`config.mk`:
```
export PLATFORM = sky130hd
export DESIGN_NAME = crc_hold_line
export DESIGN_NICKNAME = d
export VERILOG_FILES = /design/src/rtl/crc_hold_line.sv
export SDC_FILE = /design/constraint.sdc
export NUM_CORES = 1
export LEC_CHECK = 0
export BUFFER_PORTS_ARGS = -buffer_cell sky130_fd_sc_hd__buf_2
export CAP_MARGIN = 10
export CORE_AREA = 2 2 53 55
export CTS_CLUSTER_DIAMETER = 80
export DETAILED_ROUTE_END_ITERATION = 8
export DIE_AREA = 0 0 55 57
export HOLD_SLACK_MARGIN = 0.15
export PLACE_DENSITY = 0.75
export SYNTH_ARGS = -nofsm -noshare
export SYNTH_HDL_FRONTEND = slang
export SYNTH_SLANG_ARGS = --single-unit
```
`constraint.sdc`:
```
create_clock -name clk -period 0.8 [get_ports clk]
set_input_delay 0.16 -clock clk [delete_from_list [all_inputs] [get_ports clk]]
set_output_delay 0.16 -clock clk [all_outputs]
set_load 0.05 [all_outputs]
```
`src/rtl/crc_hold_line.sv`:
```
// D-deep shift line that withholds the trailing checksum samples.
module crc_hold_line #(
  parameter int W = 8,
  parameter int D = 3
) (
  input  logic         clk,
  input  logic         rst_n,
  input  logic         push,
  input  logic [W-1:0] push_data,
  input  logic         push_tag,
  output logic [W-1:0] oldest_data,
  output logic         oldest_tag,
  output logic [W*D-1:0] tail_word
);

  logic [W-1:0] ent_d_q [D];
  logic [W-1:0] ent_d_n [D];
  logic         ent_t_q [D];
  logic         ent_t_n [D];

  always_comb begin
    for (int i = 0; i < D; i++) begin
      ent_d_n[i] = ent_d_q[i];
      ent_t_n[i] = ent_t_q[i];
    end
    if (push) begin
      for (int i = 0; i < D - 1; i++) begin
        ent_d_n[i] = ent_d_q[i+1];
        ent_t_n[i] = ent_t_q[i+1];
      end
      ent_d_n[D-1] = push_data;
      ent_t_n[D-1] = push_tag;
    end
  end

  always_ff @(posedge clk or negedge rst_n) begin
    if (!rst_n) begin
      for (int i = 0; i < D; i++) begin
        ent_d_q[i] <= '0;
        ent_t_q[i] <= 1'b0;
      end
    end else if (push) begin
      for (int i = 0; i < D; i++) begin
        ent_d_q[i] <= ent_d_n[i];
        ent_t_q[i] <= ent_t_n[i];
      end
    end
  end

  assign oldest_data = ent_d_q[0];
  assign oldest_tag  = ent_t_q[0];

  // Checksum as it stands once the current sample is pushed: entries
  // 1..D-1 (earliest first) followed by the incoming sample.
  assign tail_word[W-1:0] = push_data;
  for (genvar i = 1; i < D; i++) begin : g_tail
    assign tail_word[(D-i)*W +: W] = ent_d_q[i];
  end

endmodule

```
* Yosys cells after proc, flatten, opt, wreduce, memory -nomap -nowiden
Cells that the tools add are included. W data, S select, Z words.
Storage, ports and cells: flip-flop bits (word level) 27, input port bits 12, output and inout port bits 33, logic and storage cells 6

* Longest topological paths before layout
depth in word-level cells 0, gate-level depth with buffers 3

* Worst setup path before layout
OpenSTA, ideal clock, no wires.
kind register to register, start point reg tail_word[10] (netlist name), end point reg ent_d_q, in the netlist tail_word[10], data arrival time 0.880 ns, path slack -0.206 ns, cell stages (with the launch flop) 2, path buffers 0, period minus slack after synthesis 1.006 ns, path through dfrtp_1 > mux2_4
RTL lines:
- to (signal, indexed assignment) | RTL line 44 | ent_d_q[i] <= ent_d_n[i];
- to (decl) | RTL line 16 | logic [W-1:0] ent_d_q [D];

* Worst setup path after layout
start point reg ent_d_q, in the netlist tail_word[9], end point out tail_word[9]
RTL lines:
- to (decl) | RTL line 13 | output logic [W*D-1:0] tail_word
No word-level cell between the ends.

==> summary.txt <==
Outcome
  • Status: finished with violations
  • Violated checks: setup timing

Global routing
  • Largest net degree at the start of global routing: 28
  • Vias in the first global route: 782
  • Antenna violations before repair: 0
  • GRT Resource Usage Total: 16.8%
  • First-pass GRT wire length: 3770 µm
  • GR Overflow Total: 0

Logic synthesis
  • Top-count cell post-synth: dfrtp_1
  • Seq/Total Area, Yosys: ~58%
  • Synth async-reset ratio: 100%
  • #FFs+latches synth: 27
  • Area share of fa/ha/maj cells after synthesis: 0%
  • Yosys warning total: 0
  • Area of the mapped netlist: 1170 µm²
  • Xor-xnor portion of the synthesized cell area: 0%
  • Top cell type by total area after synthesis: dfrtp_1
  • Post-synthesis simple-gate area fraction: 0%
  • Top cell type's share of synthesized area: around 58%
  • Top post-synthesis cells by area: dfrtp_1 (58%), mux2_4 (26%), mux2_2 (6.8%)
  • Mean Syn Cell Area: 17.9 µm²
  • Syn nets: 77
  • Top cells by count, synth: dfrtp_1 (27), mux2_4 (20), buf_4 (8)
  • Post-Syn Instances: 65
  • Most used DFF post-synth: dfrtp_1
  • Synth Area in Compound Gates: 0%
  • Post-synthesis mux area share: 32.5%
  • Largest family of logic cells by synthesized area: multiplexers
  • Number of flops mapped to enable cells by yosys: 0
  • Synth cell types: 6

Worst setup path
  • Crit Path Class: reg -> out
  • Worst setup SP type: flop
  • Buf/Inv on CP: 1
  • Critical Path RT: ~0.64 ns
  • Worst path max stage delay: 0.46 ns
  • Worst EP arrival: 0.94 ns
  • CP Cell Sequence: buf_6
  • Slowest CP cell: dfrtp_2
  • Nature of the critical path endpoint: output pin
  • Crit-path max FO: 2
  • Delay-heaviest family, CP: flip-flops

Final layout
  • Final-layout fill cell count: about 190
  • Antenna Diode Count: 0
  • Fraction of layout cells with a size suffix above 1: 97.7%
  • Cell Count, Final, Fillers Out: 159
  • Syn-to-layout area delta: 57.6%
  • Nets@finish: about 140
  • Final Cell Area: roughly 1800 µm²
  • Final core utilization: 70.3%

Timing
  • Tcrit/Tclk final: 138%
  • Fmax: 907 MHz
  • Setup violators final: 49
  • Final slew viol count: 0
  • Relative slew slack: between 80 and 90%
  • Fin. Hold Viols: 0
  • Setup ws final: -0.302 ns
  • RSZ-0062 raised after global routing: yes
  • Final hold slack: 0.0584 ns
  • Max Clock Skew: 0.0144 ns
  • Period minus WS final: 1.10 ns
  • Slew @ Worst Pin: 0.250 ns

Place
  • I/O Buffers: 44
  • Placed Cells: 133
  • Post-DP Area: 1420 µm²
  • Dpl ws: -0.143 ns
  • Dpl hpwl: 1380 µm
  • Gp weighted congestion: 0.645

Floorplan
  • Initial core utilization: between 40% and 50%
  • Core area: 2620 µm²
  • Rows: 19
  • Die height: around 57 µm
  • Die area: 3140 µm²
  • Boundary Pins: 45
  • Die W: 55 µm

Power and ir drop
  • Sw Ratio: 37.5%
  • LEAKAGE: around 0.0009 µW
  • Pwr/cell area: roughly 2400 nW/µm²
  • Int Power: between 2000 and 3000 µW
  • Reg power frac: 40.6%
  • Clk pwr share: 13.6%
  • Logic pwr share: 45.8%
  • VDD IR-drop max: between 1500 and 2000 µV
  • Psw: around 1600 µW

Drt
  • TritonRoute pass-1 iters: 2
  • Routed Antenna Nets: 0
  • Routed WL: 2260 µm
  • Avg Vias per Cell: 4.64
  • Via Count: 737
  • Initial DRC Count: 2
  • DR WL/cell: 14.2 µm
  • DRC viols: 0

CTS
  • Num CTS Buffers: 3
  • Max Root-Sink Buffers: 2
  • Worst skew pair latency: around 0.33 ns
  • Worst-path clk slew: 0.15 ns
  • CTS tree: built
  • Root Buffer: clkbuf_4
  • Post-CTS Hold Buffers: 1
  • H-tree levels: 1
  • Clock sink count: 27

Min path
  • Worst min-delay path category: in -> reg

Run
  • Max_cap viols: 0
==> worst paths after layout <==
kind,start,endpoint,slack (ns),cells past startpoint
setup reg to reg,tail_word[16],oldest_data[0],-0.25,3
hold reg to reg,ent_t_q[1],ent_t_q[1],0.52,1
max in group asynchronous,rst_n,tail_word[10],0.34,3
hold / removal,push_data[6],tail_word[14],0.06,2
setup / recovery,tail_word[9],tail_word[9],-0.30,1
min in group asynchronous,rst_n,tail_word[21],0.28,3
==> final cells by class <==
cell class	count	area (µm²)	share of cell area (%)
clock buffer	3	22.5	1.23
tap	31	38.8	2.11
clock inverter	1	7.51	0.408
multi-input combinational	27	394	21.4
timing repair buffer	70	668	36.4
sequential	27	707	38.5
==> state kept, by name, summed over array words and instances (netlist names) <==
register and cells:
ent_t_q 2, oldest_data 8, tail_word 16, oldest_tag 1
==> cells in the final DEF, fill, tap and decap left out <==
master and count:
dlygate4sd3_1 1, mux2_2 3, mux2_4 24, buf_12 3, clkinvlp_4 1, dfrtp_1 2, dfrtp_2 25, buf_6 40
buf_4 7, clkbuf_4 3, buf_2 19
==> per-layer routing <==
metal	wire, µm	vias up	GRT usage (%)	part of all wire [%]
met2	1230	20	26.5	54
met4	30	0	6.27	1.3
li1	-	337	-	-
met1	922	376	23.3	41
met5	0	-	0	0
met3	85	4	2.62	3.8
==> power by group through the flow <==
stage	Combinational (µW)	Sequential [µW]	Clock [µW]
6_report	2010	1780	597
3_5_place_dp	1440	1770	0
5_1_grt	2100	1800	650
2_1_floorplan	453	2440	0
3_3_place_gp	1420	1750	0
4_1_cts	1910	1770	610
==> cell families after synthesis <==
logic type	Yosys count
mux	27
flops	27
buf+inv	11
==> metrics by stage <==
stage	total power, µW	setup TNS, ns
final	4380	-10.21
after global routing	4550	-11.32
after CTS	4290	-9.92
after detailed placement	3200	-2.86
after global placement	3170	-2.59
after floorplan	2890	-2.81
==> repair_timing <==
action,4_1_cts,5_1_grt
resized for setup,61,12
hold endpoints to repair,36,9
buffers inserted,17,10
endpoints found under the setup margin,36,50
No activity file was read; power rests on OpenSTA's default activity.
